--- src/rtl/sensor_flag_regs.sv ---
module sensor_flag_regs #(
  parameter int            AW        = 8,
  parameter logic [AW-1:0] STAT_ADDR = 8'h02,
  parameter logic [AW-1:0] INT_ADDR  = 8'h16
) (
  input  logic          clk,
  input  logic          rst_n,
  input  logic          atest_i,
  input  logic          csum_err_i,
  input  logic          sat_evt_i,
  input  logic          sts_fail_i,
  input  logic          stc_fail_i,
  input  logic          frame_ok_i,
  input  logic          frame_bad_i,
  input  logic          rd_en_i,
  input  logic [AW-1:0] rd_addr_i,
  output logic [7:0]    rd_data_o,
  output logic          frm_st_o,
  output logic          frm_sat_o,
  output logic          frm_fe_o
);

  logic       fe_q, sat_q, sts_q, stc_q;
  logic [7:0] rd_q;
  logic [7:0] rd_mux;
  logic       int_ack;

  assign int_ack = rd_en_i && (rd_addr_i == INT_ADDR);

  always_comb begin
    rd_mux = 8'h00;
    if (rd_addr_i == STAT_ADDR)
      rd_mux = {5'b0, atest_i, csum_err_i, fe_q};
    else if (rd_addr_i == INT_ADDR)
      rd_mux = {sat_q, 1'b0, sts_q, stc_q, 4'b0};
  end

  always_ff @(posedge clk or negedge rst_n) begin
    if (!rst_n) begin
      fe_q  <= 1'b0;
      sat_q <= 1'b0;
      sts_q <= 1'b0;
      stc_q <= 1'b0;
      rd_q  <= 8'h00;
    end else begin
      if (frame_bad_i)     fe_q <= 1'b1;
      else if (frame_ok_i) fe_q <= 1'b0;
      sat_q <= sat_evt_i  | (sat_q & ~int_ack);
      sts_q <= sts_fail_i | (sts_q & ~int_ack);
      stc_q <= stc_fail_i | (stc_q & ~int_ack);
      if (rd_en_i) rd_q <= rd_mux;
    end
  end

  assign rd_data_o = rd_q;
  assign frm_st_o  = csum_err_i | sts_q | stc_q;
  assign frm_sat_o = sat_q;
  assign frm_fe_o  = fe_q;


  sat_sticky_chk: assert property (@(posedge clk) disable iff (!rst_n)
    (frm_sat_o && !int_ack) |=> frm_sat_o);


  sat_ack_clear_chk: assert property (@(posedge clk) disable iff (!rst_n)
    (int_ack && !sat_evt_i) |=> !frm_sat_o);


  evt_wins_chk: assert property (@(posedge clk) disable iff (!rst_n)
    (sts_fail_i || stc_fail_i) |=> frm_st_o);


  fe_set_chk: assert property (@(posedge clk) disable iff (!rst_n)
    frame_bad_i |=> frm_fe_o);


  fe_clear_chk: assert property (@(posedge clk) disable iff (!rst_n)
    (frame_ok_i && !frame_bad_i) |=> !frm_fe_o);


  rd_hold_chk: assert property (@(posedge clk) disable iff (!rst_n)
    !rd_en_i |=> $stable(rd_data_o));


  stat_reserved_chk: assert property (@(posedge clk) disable iff (!rst_n)
    (rd_en_i && rd_addr_i == STAT_ADDR) |=> (rd_data_o[7:3] == 5'b0));


  int_reserved_chk: assert property (@(posedge clk) disable iff (!rst_n)
    (rd_en_i && rd_addr_i == INT_ADDR) |=> (rd_data_o[6] == 1'b0 && rd_data_o[3:0] == 4'b0));

endmodule

--- config.mk ---
export PLATFORM = sky130hd
export DESIGN_NAME = sensor_flag_regs
export DESIGN_NICKNAME = d
export VERILOG_FILES = /design/src/rtl/sensor_flag_regs.sv
export SDC_FILE = /design/constraint.sdc
export NUM_CORES = 1
export LEC_CHECK = 0
export BUFFER_PORTS_ARGS = -buffer_cell sky130_fd_sc_hd__buf_2
export CAP_MARGIN = 5
export CORE_AREA = 10 10 47 49
export DETAILED_ROUTE_END_ITERATION = 6
export DIE_AREA = 0 0 57 59
export PLACE_DENSITY_LB_ADDON = 0.1
export SYNTH_ARGS = -nofsm -noshare
export SYNTH_HDL_FRONTEND = slang
export SYNTH_SLANG_ARGS = --single-unit
--- constraint.sdc ---
create_clock -name clk -period 1 [get_ports clk]
set_clock_uncertainty 0.15 [all_clocks]
set_input_delay 0.1 -clock clk [delete_from_list [all_inputs] [get_ports clk]]
set_output_delay 0.1 -clock clk [all_outputs]
set_load 0.05 [all_outputs]
==> results of run 1 <==
## per-layer routing
layer | part of all wire | wire [um]
met4 | 0.015 | 19
met5 | 0 | 0
met3 | 0.12 | 149
met1 | 0.46 | 599
met2 | 0.41 | 525
## stage by stage
step | setup slack (ns) | area (sq um) | cells
after floorplan | -0.0728 | 474 | 46
after CTS | -0.432 | 813 | 102
final | -0.429 | 813 | 102
after global routing | -0.446 | 813 | 102
after detailed placement | -0.185 | 636 | 89
after global placement | -0.163 | 636 | 89
## report_power, final
group          leakage (nW)  internal (mW)  switching (mW)
sequential            0.110          0.408         0.00267
clock                0.0210          0.221           0.141
combinational         0.252         0.0684          0.0751
total                 0.383          0.698           0.219
## state kept, by name, summed over array words and instances (netlist names)
signal / cells
sts_q: 1
frm_fe_o: 1
rd_data_o: 6
frm_sat_o: 1
stc_q: 1
## worst register-to-register path, cell delays in order (launching register included)
cell and delay [ns]:
dfrtp_2 0.41, buf_4 0.14, a21o_1 0.15
## Yosys cell counts
cell type | n | area (sq um)
o22ai_1 | 6 | 37.5
or3_1 | 1 | 6.26
nand2_1 | 6 | 22.5
inv_1 | 7 | 26.3
nand4_2 | 1 | 12.5
buf_4 | 2 | 15.0
nor2_1 | 2 | 7.51
a21o_1 | 4 | 30.0
dfrtp_1 | 10 | 250
and2_1 | 1 | 6.26
conb_1 | 1 | 3.75
nand3_1 | 2 | 10.0
clkbuf_1 | 1 | 3.75
nor4b_4 | 1 | 23.8
## kinds of logic (layout without fill, tap and decap cells)
group	after synthesis	count (layout)
flip-flops	10	10
AND/OR/NAND/NOR	14	14
other	1	2
AO/OA/AOI/OAI	10	10
buffers and inverters	10	50
## worst paths after layout
kind	slack, ns	start	depth (start not counted)	end
min in group asynchronous	0.09	rst_n	2	rd_data_o[5]
hold reg to reg	0.41	rd_data_o[7]	2	rd_data_o[7]
setup / recovery	-0.43	stc_q	2	frm_st_o
hold / removal	0.03	rd_en_i	3	sts_q
max in group asynchronous	0.40	rst_n	2	rd_data_o[2]
setup reg to reg	0.05	frm_fe_o	2	frm_fe_o
## layout make-up
| cell class | count | area share |
|---|---|---|
| Timing Repair Buffer | 39 | 0.371 |
| Sequential cell | 10 | 0.320 |
| Multi-Input combinational cell | 26 | 0.208 |
| Clock buffer | 4 | 0.0446 |
| Inverter | 7 | 0.0323 |
| Tap cell | 16 | 0.0246 |
## what timing repair did
action	CTS	global route
gates resized for setup	18	0
endpoints found under the hold margin	15	0
endpoints found under the setup margin	9	9
hold buffers	7	0
setup buffers	2	0
==> metrics.md, run 1 <==
| Metric | Value |
|---|---|
| Vias in the first global route | `482` |
| First-pass GRT wire length | `2200 um` |
| Main combinational cell family by area after synthesis | `simple AND/OR/NAND/NOR gates` |
| CTS clk-pin slew, worst paths | `0.07 ns` |
| Sequential-to-total area share from yosys stat | `0.549` |
| Setup_tns | `-1.02 ns` |
| Pwr Total | `0.917 mW` |
| Most frequent cells in the layout | `17 x buf_2, 9 x buf_6, 8 x dfrtp_2` |
| Synthesis-to-finish area growth | `78.6%` |
| Hold Crit Class | `in -> reg` |
| Critical path fanouts, max | `2` |
| Fill cells | `143` |
| Clock Sinks | `10` |
| Final worst setup slack | `-0.429 ns` |
| GR Layer Usage met2 | `0.118` |
| Drt first pass iters | `2` |
| CTS buffer count | `3` |
| Register bit total from synthesis | `10` |
| Largest net degree at the start of global routing | `13` |
| PortBufs | `26` |
| Final hold vios | `0` |
| Max Slew Vio Count | `0` |
| Nets | `105` |
| # setup viols final | `9` |
| Clock tree buffer depth | `2` |
| Die area | `3360 sq um` |
| Commonest non-fill, non-tap cell in the layout | `buf_2` |
| Count of different cell masters after synthesis | `14` |
| Diode count | `0` |
| Crit-path cells | `or3_4 > buf_6` |
| Die Width | `57 um` |
| HPWL after DPL | `984 um` |
| Worst-skew pair later-pin latency | `0.26 ns` |
| Post-synthesis cell count | `45` |
| Initial Utilization | `0.325` |
| Synth Warn # | `0` |
| Post-Synth Adder-Cell Area | `0` |
| Met1 Use GR | `0.0907` |
| Routed WL | `1290 um` |
| Core ar. | `1400 sq um` |
| Outcome | `complete, but fails checks` |
| Synthesized area per cell | `10.1 sq um` |
| All-Layer GR Usage | `0.0804` |
| RSZ-0062 raised after global routing | `yes` |
| Max stage delay cell, worst path | `dfrtp_1` |
| Initial antenna violation count | `0` |
| Final hold slack | `0.0315 ns` |
| Mux cell area share after synthesis | `0` |
| CTS tree | `built` |
| Multi-input logic area | `169 sq um` |
| Power per Cell Area | `1130 nW/um^2` |
| Max Cap Viol | `0` |
| Period utilisation layout | `1.43` |
| Static leakage | `0.383 nW` |
| CP top delay family | `flip-flops` |
| Post-Synthesis Cell Area | `455 sq um` |
| Remaining DRCs | `0` |
| I/O pin count | `29` |
| Critical Path Max Stage Delay | `0.39 ns` |
| Min cycle time layout | `1.43 ns` |
| Global placer's final weighted congestion | `0.671` |
| Crit path kind | `reg -> out` |
| CP Capture Type | `primary output` |
| FF/Latch Area | `260 sq um` |
| Failing checks | `setup timing` |
| Setup crit start kind | `flip-flop` |
| Synth Area in XOR/XNOR | `0` |
| Simple-gate share of the synthesized area | `0.195` |
| Worst EP arrival | `1.18 ns` |
| Fin util | `0.580` |
| Detailed-route via count | `448` |
| Crit path buf inv count | `1` |
| Rows | `14` |
| Final ANT Viol Nets | `0` |
| Routed length per instance | `12.7 um` |
| GRT met3 Usage | `0.0472` |
| Die Ht | `59 um` |
| Gr busiest metal | `met2` |
| Vias per cell | `4.39` |
| Initial DRC Count | `2` |
| CTS root buf | `clkbuf_4` |
| Max frequency | `700 MHz` |
| Compound-Gate Fraction of Synth Area | `0.148` |
| Final global-route overflow total | `0` |
| Peak supply drop | `0.000669 V` |
| WP data required | `0.75 ns` |
| Layout cells sized above 1 | `0.547` |
| H-tree depth | `1` |
Note: power is estimated with default switching activity, not from simulation.
==> run 2, diff against run 1 <==
--- a/config.mk
+++ b/config.mk
@@ -13,2 +13,3 @@
 export PLACE_DENSITY_LB_ADDON = 0.1
+export SKIP_LAST_GASP = 1
 export SYNTH_ARGS = -nofsm -noshare
--- a/constraint.sdc
+++ b/constraint.sdc
@@ -4,2 +4,2 @@
 set_output_delay 0.1 -clock clk [all_outputs]
-set_load 0.05 [all_outputs]
+set_load 0.02 [all_outputs]
==> run 2 against run 1 <==
Net effect:
- the flow finishes with violations (hold timing, setup timing)
- non-clock buffer count rose by 4
- total power rose by 0.73%
- first-iteration DRC count rose to 2.5 times the previous value
- global-route usage rose by 0.89 points
- combinational power fell by 10%
- critical path depth did not move
- fmax rose by 1.2%
- wire length rose by 8.5%
- final cell count rose by 3.9%
- critical path type unchanged
- largest power group unchanged
==> metrics.md, run 2 (synthesis results as in run 1) <==
| Metric | Value |
|---|---|
| Outcome | `complete, but fails checks` |
| Failing checks | `hold timing, setup timing` |
| Setup slack, reg-to-reg | `0.06 ns (about the same)` |
| CTS tree | `built` |
| Placed cell count | `88 (-1.1%)` |
| Rows | `14 (unchanged)` |
| Switching part of the total | `0.241 (+0.00237)` |
| Crit path buf inv count | `1 (unchanged)` |
| Layout cells sized above 1 | `0.456 (-0.0910)` |
| Logic gate share of total power | `0.139 (-0.017)` |
| Worst-skew pair later-pin latency | `0.28 ns (+0.02 ns)` |
| CTS clk-pin slew, worst paths | `0.07 ns (about the same)` |
| Synthesis-to-finish area growth | `84.1%` |
| Static leakage | `0.416 nW (+8.8%)` |
| CP Capture Type | `primary output` |
| Final hold vios | `1 (+1)` |
| CTS root buf | `clkbuf_4` |
| Pint | `0.701 mW (+0.41%)` |
| Finished Layout Cells | `106 (+3.9%)` |
| WP data required | `0.75 ns (about the same)` |
| Initial antenna violation count | `0 (unchanged)` |
| Final worst setup slack | `-0.413 ns (+0.0163 ns)` |
| Most frequent cells in the layout | `17 x buf_2, 10 x dfrtp_1, 9 x dlygate4sd3_1, 9 x buf_6, 8 x buf_4` |
| Vias in the first global route | `519 (+7.7%)` |
| Clock share of power | `0.417 (+0.022)` |
| Drt first pass iters | `4 (+2)` |
| Worst EP arrival | `1.16 ns (-0.02 ns)` |
| Die Ht | `59 um (unchanged)` |
| Max stage delay cell, worst path | `dfrtp_1` |
| Setup_tns | `-0.860 ns (+0.160 ns)` |
| I/O pin count | `29 (unchanged)` |
| Min cycle time layout | `1.41 ns (-0.0163 ns)` |
| Die area | `3360 sq um (unchanged)` |
| All-Layer GR Usage | `0.0893 (+0.00886)` |
| Sequential Power Share | `0.444 (-0.004)` |
| Global placer's final weighted congestion | `0.701 (+4.4%)` |
| Crit path kind | `reg -> out` |
| Fill cells | `138 (-3.5%)` |
| Initial Utilization | `0.325 (unchanged)` |
| Hold Crit Class | `in -> reg` |
| Setup crit start kind | `flip-flop` |
| Peak supply drop | `0.000646 V (-3.5%)` |
| RSZ-0062 raised after global routing | `yes` |
| Largest net degree at the start of global routing | `11 (-2)` |
| Period utilisation layout | `1.41 (-0.0163)` |
| Clock tree buffer depth | `2 (unchanged)` |
| Crit-path cells | `or3_4 > buf_6` |
| Core ar. | `1400 sq um (unchanged)` |
| Diode count | `0 (unchanged)` |
| PortBufs | `26 (unchanged)` |
| Final hold slack | `-0.0217 ns (-0.0532 ns)` |
| First-pass GRT wire length | `2300 um (+4.4%)` |
| Detailed-route via count | `460 (+2.7%)` |
| CTS buffer count | `3 (unchanged)` |
| Routed length per instance | `13.2 um (+4.4%)` |
| Multi-input logic area | `169 sq um (unchanged)` |
| Largest register FFs | `6 (unchanged)` |
| CP top delay family | `flip-flops` |
| H-tree depth | `1 (unchanged)` |
| HPWL after DPL | `1030 um (+4.5%)` |
| Critical path fanouts, max | `2 (unchanged)` |
| Power per Cell Area | `1100 nW/um^2 (-2.3%)` |
| Clock Sinks | `10 (unchanged)` |
| Post-Place Cell Area | `618 sq um (-2.8%)` |
| Max Cap Viol | `0 (unchanged)` |
| Initial DRC Count | `5 (+3)` |
| Routed WL | `1400 um (+8.5%)` |
| Nets | `109 (+3.8%)` |
| Die Width | `57 um (unchanged)` |
| Commonest non-fill, non-tap cell in the layout | `buf_2` |
| Final global-route overflow total | `0 (unchanged)` |
| Max frequency | `708 MHz (+1.2%)` |
| Switch Pwr | `0.223 mW (+1.7%)` |
| Critical Path Max Stage Delay | `0.38 ns (about the same)` |
| Max Slew Vio Count | `0 (unchanged)` |
| FF/Latch Area | `250 sq um (-3.8%)` |
| Final ANT Viol Nets | `0 (unchanged)` |
| Final Cell Area | `838 sq um (+3.1%)` |
| Vias per cell | `4.34 (-1.2%)` |
| Remaining DRCs | `0 (unchanged)` |
| # setup viols final | `9 (unchanged)` |
| Pwr Total | `0.924 mW (+0.73%)` |
run 2: cell type report:
cell class | count | area share
timing repair buffer | 43 | 0.401
inverter | 7 | 0.0313
tap | 16 | 0.0239
sequential | 10 | 0.299
clock buffer | 4 | 0.0433
multi-input combinational | 26 | 0.201
run 2: worst paths after layout:
| path | cells after the start | end | startpoint |
|---|---|---|---|
| max in group asynchronous | 2 | rd_data_o[2] | rst_n |
| setup reg to reg | 2 | frm_fe_o | frm_fe_o |
| hold reg to reg | 2 | rd_data_o[1] | rd_data_o[1] |
| min in group asynchronous | 2 | stc_q | rst_n |
| setup / recovery | 2 | frm_st_o | stc_q |
| hold / removal | 3 | rd_data_o[2] | rd_en_i |
run 2: metrics by stage:
step,util,setup slack [ns]
6_report,0.598,-0.413
5_1_grt,0.598,-0.443
4_1_cts,0.593,-0.416
3_5_place_dp,0.441,-0.171
3_3_place_gp,0.441,-0.158
2_1_floorplan,-,-0.0161
run 2: power groups by stage:
stage	Sequential, mW	Combinational (mW)	Clock [mW]
after CTS	0.410	0.129	0.386
after global routing	0.411	0.143	0.420
after floorplan	0.423	0.0373	0
after detailed placement	0.418	0.0926	0
after global placement	0.418	0.0911	0
final	0.410	0.128	0.385
run 2: worst register-to-register path, delay by kind of cell (launching register included):
family | cells | cell delay [ns]
flip-flops | 1 | 0.39
AO/OA/AOI/OAI | 1 | 0.15
buffers and inverters | 1 | 0.14
run 2: timing repair:
action                     in CTS  in global routing
gates resized for setup        18                  0
setup endpoints to repair       9                 10
hold endpoints to repair       17                  2
setup buffers                   4                  1
hold buffers                    9                  1
run 2: layer usage:
metal,vias up,share of wire,global-route usage
met5,-,0,0
met4,0,0.016,0.0503
met3,2,0.068,0.0386
met1,207,0.36,0.0836
li1,235,-,-
met2,16,0.55,0.160
==> run 3, diff against run 2 <==
Settings changed: PLACE_DENSITY set to 0.77, PLACE_DENSITY_LB_ADDON 0.1 to not set.
==> run 3 against run 2 <==
Net effect:
- the run still ends with hold timing, setup timing left
- worst setup slack improved by 0.027 ns
- wire length shrank 7.7%
- sequential cell count did not move
- clock-buffer cell count is 1 lower
- die area unchanged
- via count grew 1.1%
- total power decreased by 13%
- sequential power is essentially flat
- combinational power is essentially flat
- clock power down 31%
- register-to-register slack hardly changed
- hold slack gained 0.015 ns
==> metrics.md, run 3 (synthesis results as in run 1) <==
| Metric | Value |
|---|---|
| CTS tree | `built` |
| Fill cells | `123 (-11%)` |
| Remaining DRCs | `0 (unchanged)` |
| Core ar. | `1400 sq um (unchanged)` |
| Initial DRC Count | `10 (+5)` |
| Drt first pass iters | `3 (-1)` |
| Setup slack, reg-to-reg | `0.06 ns (about the same)` |
| H-tree depth | `1 (unchanged)` |
| Clock Sinks | `10 (unchanged)` |
| Max stage delay cell, worst path | `dfrtp_1` |
| Initial Utilization | `0.325 (unchanged)` |
| Power per Cell Area | `959 nW/um^2 (-13%)` |
| Crit path kind | `reg -> out` |
| CTS clk-pin slew, worst paths | `0.06 ns (about the same)` |
| Final hold slack | `-0.00662 ns (+0.0151 ns)` |
| Max frequency | `722 MHz (+2.0%)` |
| Static leakage | `0.419 nW (+0.59%)` |
| Worst-skew pair later-pin latency | `0.26 ns (-0.02 ns)` |
| Final ANT Viol Nets | `0 (unchanged)` |
| Max Slew Vio Count | `0 (unchanged)` |
| Routed WL | `1300 um (-7.7%)` |
| PortBufs | `26 (unchanged)` |
| Hold Crit Class | `in -> reg` |
| HPWL after DPL | `995 um (-3.2%)` |
| Final global-route overflow total | `0 (unchanged)` |
| RSZ-0062 raised after global routing | `yes` |
| Critical Path Max Stage Delay | `0.38 ns (about the same)` |
| Synthesis-to-finish area growth | `84.9%` |
| Die Width | `57 um (unchanged)` |
| Most frequent cells in the layout | `17 x buf_2, 10 x dfrtp_1, 10 x dlygate4sd3_1` |
| CP Capture Type | `primary output` |
| Failing checks | `hold timing, setup timing` |
| Fin util | `0.601 (+0.00268)` |
| Outcome | `complete, but fails checks` |
| Layout cells sized above 1 | `0.451 (-0.00501)` |
| # setup viols final | `9 (unchanged)` |
| All-Layer GR Usage | `0.0706 (-0.0187)` |
| Clock tree buffer depth | `2 (unchanged)` |
| Die area | `3360 sq um (unchanged)` |
| Rows | `14 (unchanged)` |
| Setup crit start kind | `flip-flop` |
| Nets | `111 (+1.8%)` |
| Crit-path cells | `or3_4 > buf_6` |
| First-pass GRT wire length | `1860 um (-19%)` |
| Peak supply drop | `0.000617 V (-4.6%)` |
| Diode count | `0 (unchanged)` |
| Pwr Total | `0.807 mW (-13%)` |
| I/O pin count | `29 (unchanged)` |
| Largest net degree at the start of global routing | `11 (unchanged)` |
| CTS buffer count | `3 (unchanged)` |
| Global placer's final weighted congestion | `0.796 (+14%)` |
| Initial antenna violation count | `0 (unchanged)` |
| Vias per cell | `4.35 (+0.14%)` |
| Vias in the first global route | `436 (-16%)` |
| Worst EP arrival | `1.14 ns (-0.02 ns)` |
| Setup_tns | `-0.630 ns (+0.230 ns)` |
| Routed length per instance | `12.1 um (-8.6%)` |
| WP data required | `0.75 ns (about the same)` |
| Critical path fanouts, max | `2 (unchanged)` |
| Final hold vios | `1 (unchanged)` |
| Commonest non-fill, non-tap cell in the layout | `buf_2` |
| CTS root buf | `clkbuf_4` |
| Detailed-route via count | `465 (+1.1%)` |
| Largest register FFs | `6 (unchanged)` |
| Period utilisation layout | `1.39 (-0.0271)` |
| Max Cap Viol | `0 (unchanged)` |
| Final worst setup slack | `-0.386 ns (+0.0271 ns)` |
| Min cycle time layout | `1.39 ns (-0.0271 ns)` |
| Die Ht | `59 um (unchanged)` |
[run 3: cell types whose count changed in the layout (fill, tap and decap cells not counted)]
cell / before / now
buf_4: 8 / 9
clkbuf_8: 1 / 0
dlygate4sd3_1: 9 / 10
[run 3: worst paths after layout]
kind / start / end / cells past startpoint
max reg2reg: frm_sat_o / frm_sat_o / 2
min in group asynchronous: rst_n / rd_data_o[2] / 2
min: rd_en_i / rd_data_o[0] / 3
min reg2reg: rd_data_o[7] / rd_data_o[7] / 2
max in group asynchronous: rst_n / rd_data_o[4] / 2
max: stc_q / frm_st_o / 2
[run 3: layout make-up]
| type | instances | area [sq um] | share of cell area |
|---|---|---|---|
| Multi-Input combinational cell | 26 | 169 | 0.201 |
| Tap cell | 16 | 20.0 | 0.0238 |
| Inverter | 7 | 26.3 | 0.0312 |
| Sequential cell | 10 | 250 | 0.297 |
| Clock buffer | 3 | 22.5 | 0.0267 |
| Timing Repair Buffer | 45 | 354 | 0.421 |
[run 3: report_power, final]
group	switching [mW]	internal, mW	leakage, nW	total (mW)
logic	0.0564	0.0740	0.284	0.130
clock network	0.128	0.139	0.0138	0.266
registers	0.00245	0.408	0.121	0.411
[run 3: routing by layer]
| metal | global-route usage | vias to the layer above | part of all wire |
|---|---|---|---|
| li1 | - | 242 | - |
| met1 | 0.0584 | 209 | 0.38 |
| met2 | 0.127 | 14 | 0.54 |
| met3 | 0.0494 | 0 | 0.073 |
| met4 | 0.0302 | 0 | 0 |
| met5 | 0 | - | 0 |
[run 3: repair_timing]
item                                    CTS  global route
hold buffers                              9             2
endpoints found under the hold margin    17             2
setup buffers                             3             3
resized for setup                        18             0
endpoints found under the setup margin    9            11
[run 3: worst max-delay path: cells and delay by family (launching register included)]
family | cells | cell delay [ns]
and+or+nand+nor | 1 | 0.36
buffers and inverters | 1 | 0.14
DFF | 1 | 0.38
[run 3: per-stage QoR]
step	cells	setup WS, ns	cell area, sq um	hold WS (ns)
finish	107	-0.386	842	-0.00662
global route	107	-0.437	842	0.00926
CTS	103	-0.396	810	0.0326
detailed placement	88	-0.195	618	-0.181
global placement	88	-0.155	618	-0.186
floorplan	46	-0.0161	464	-0.346
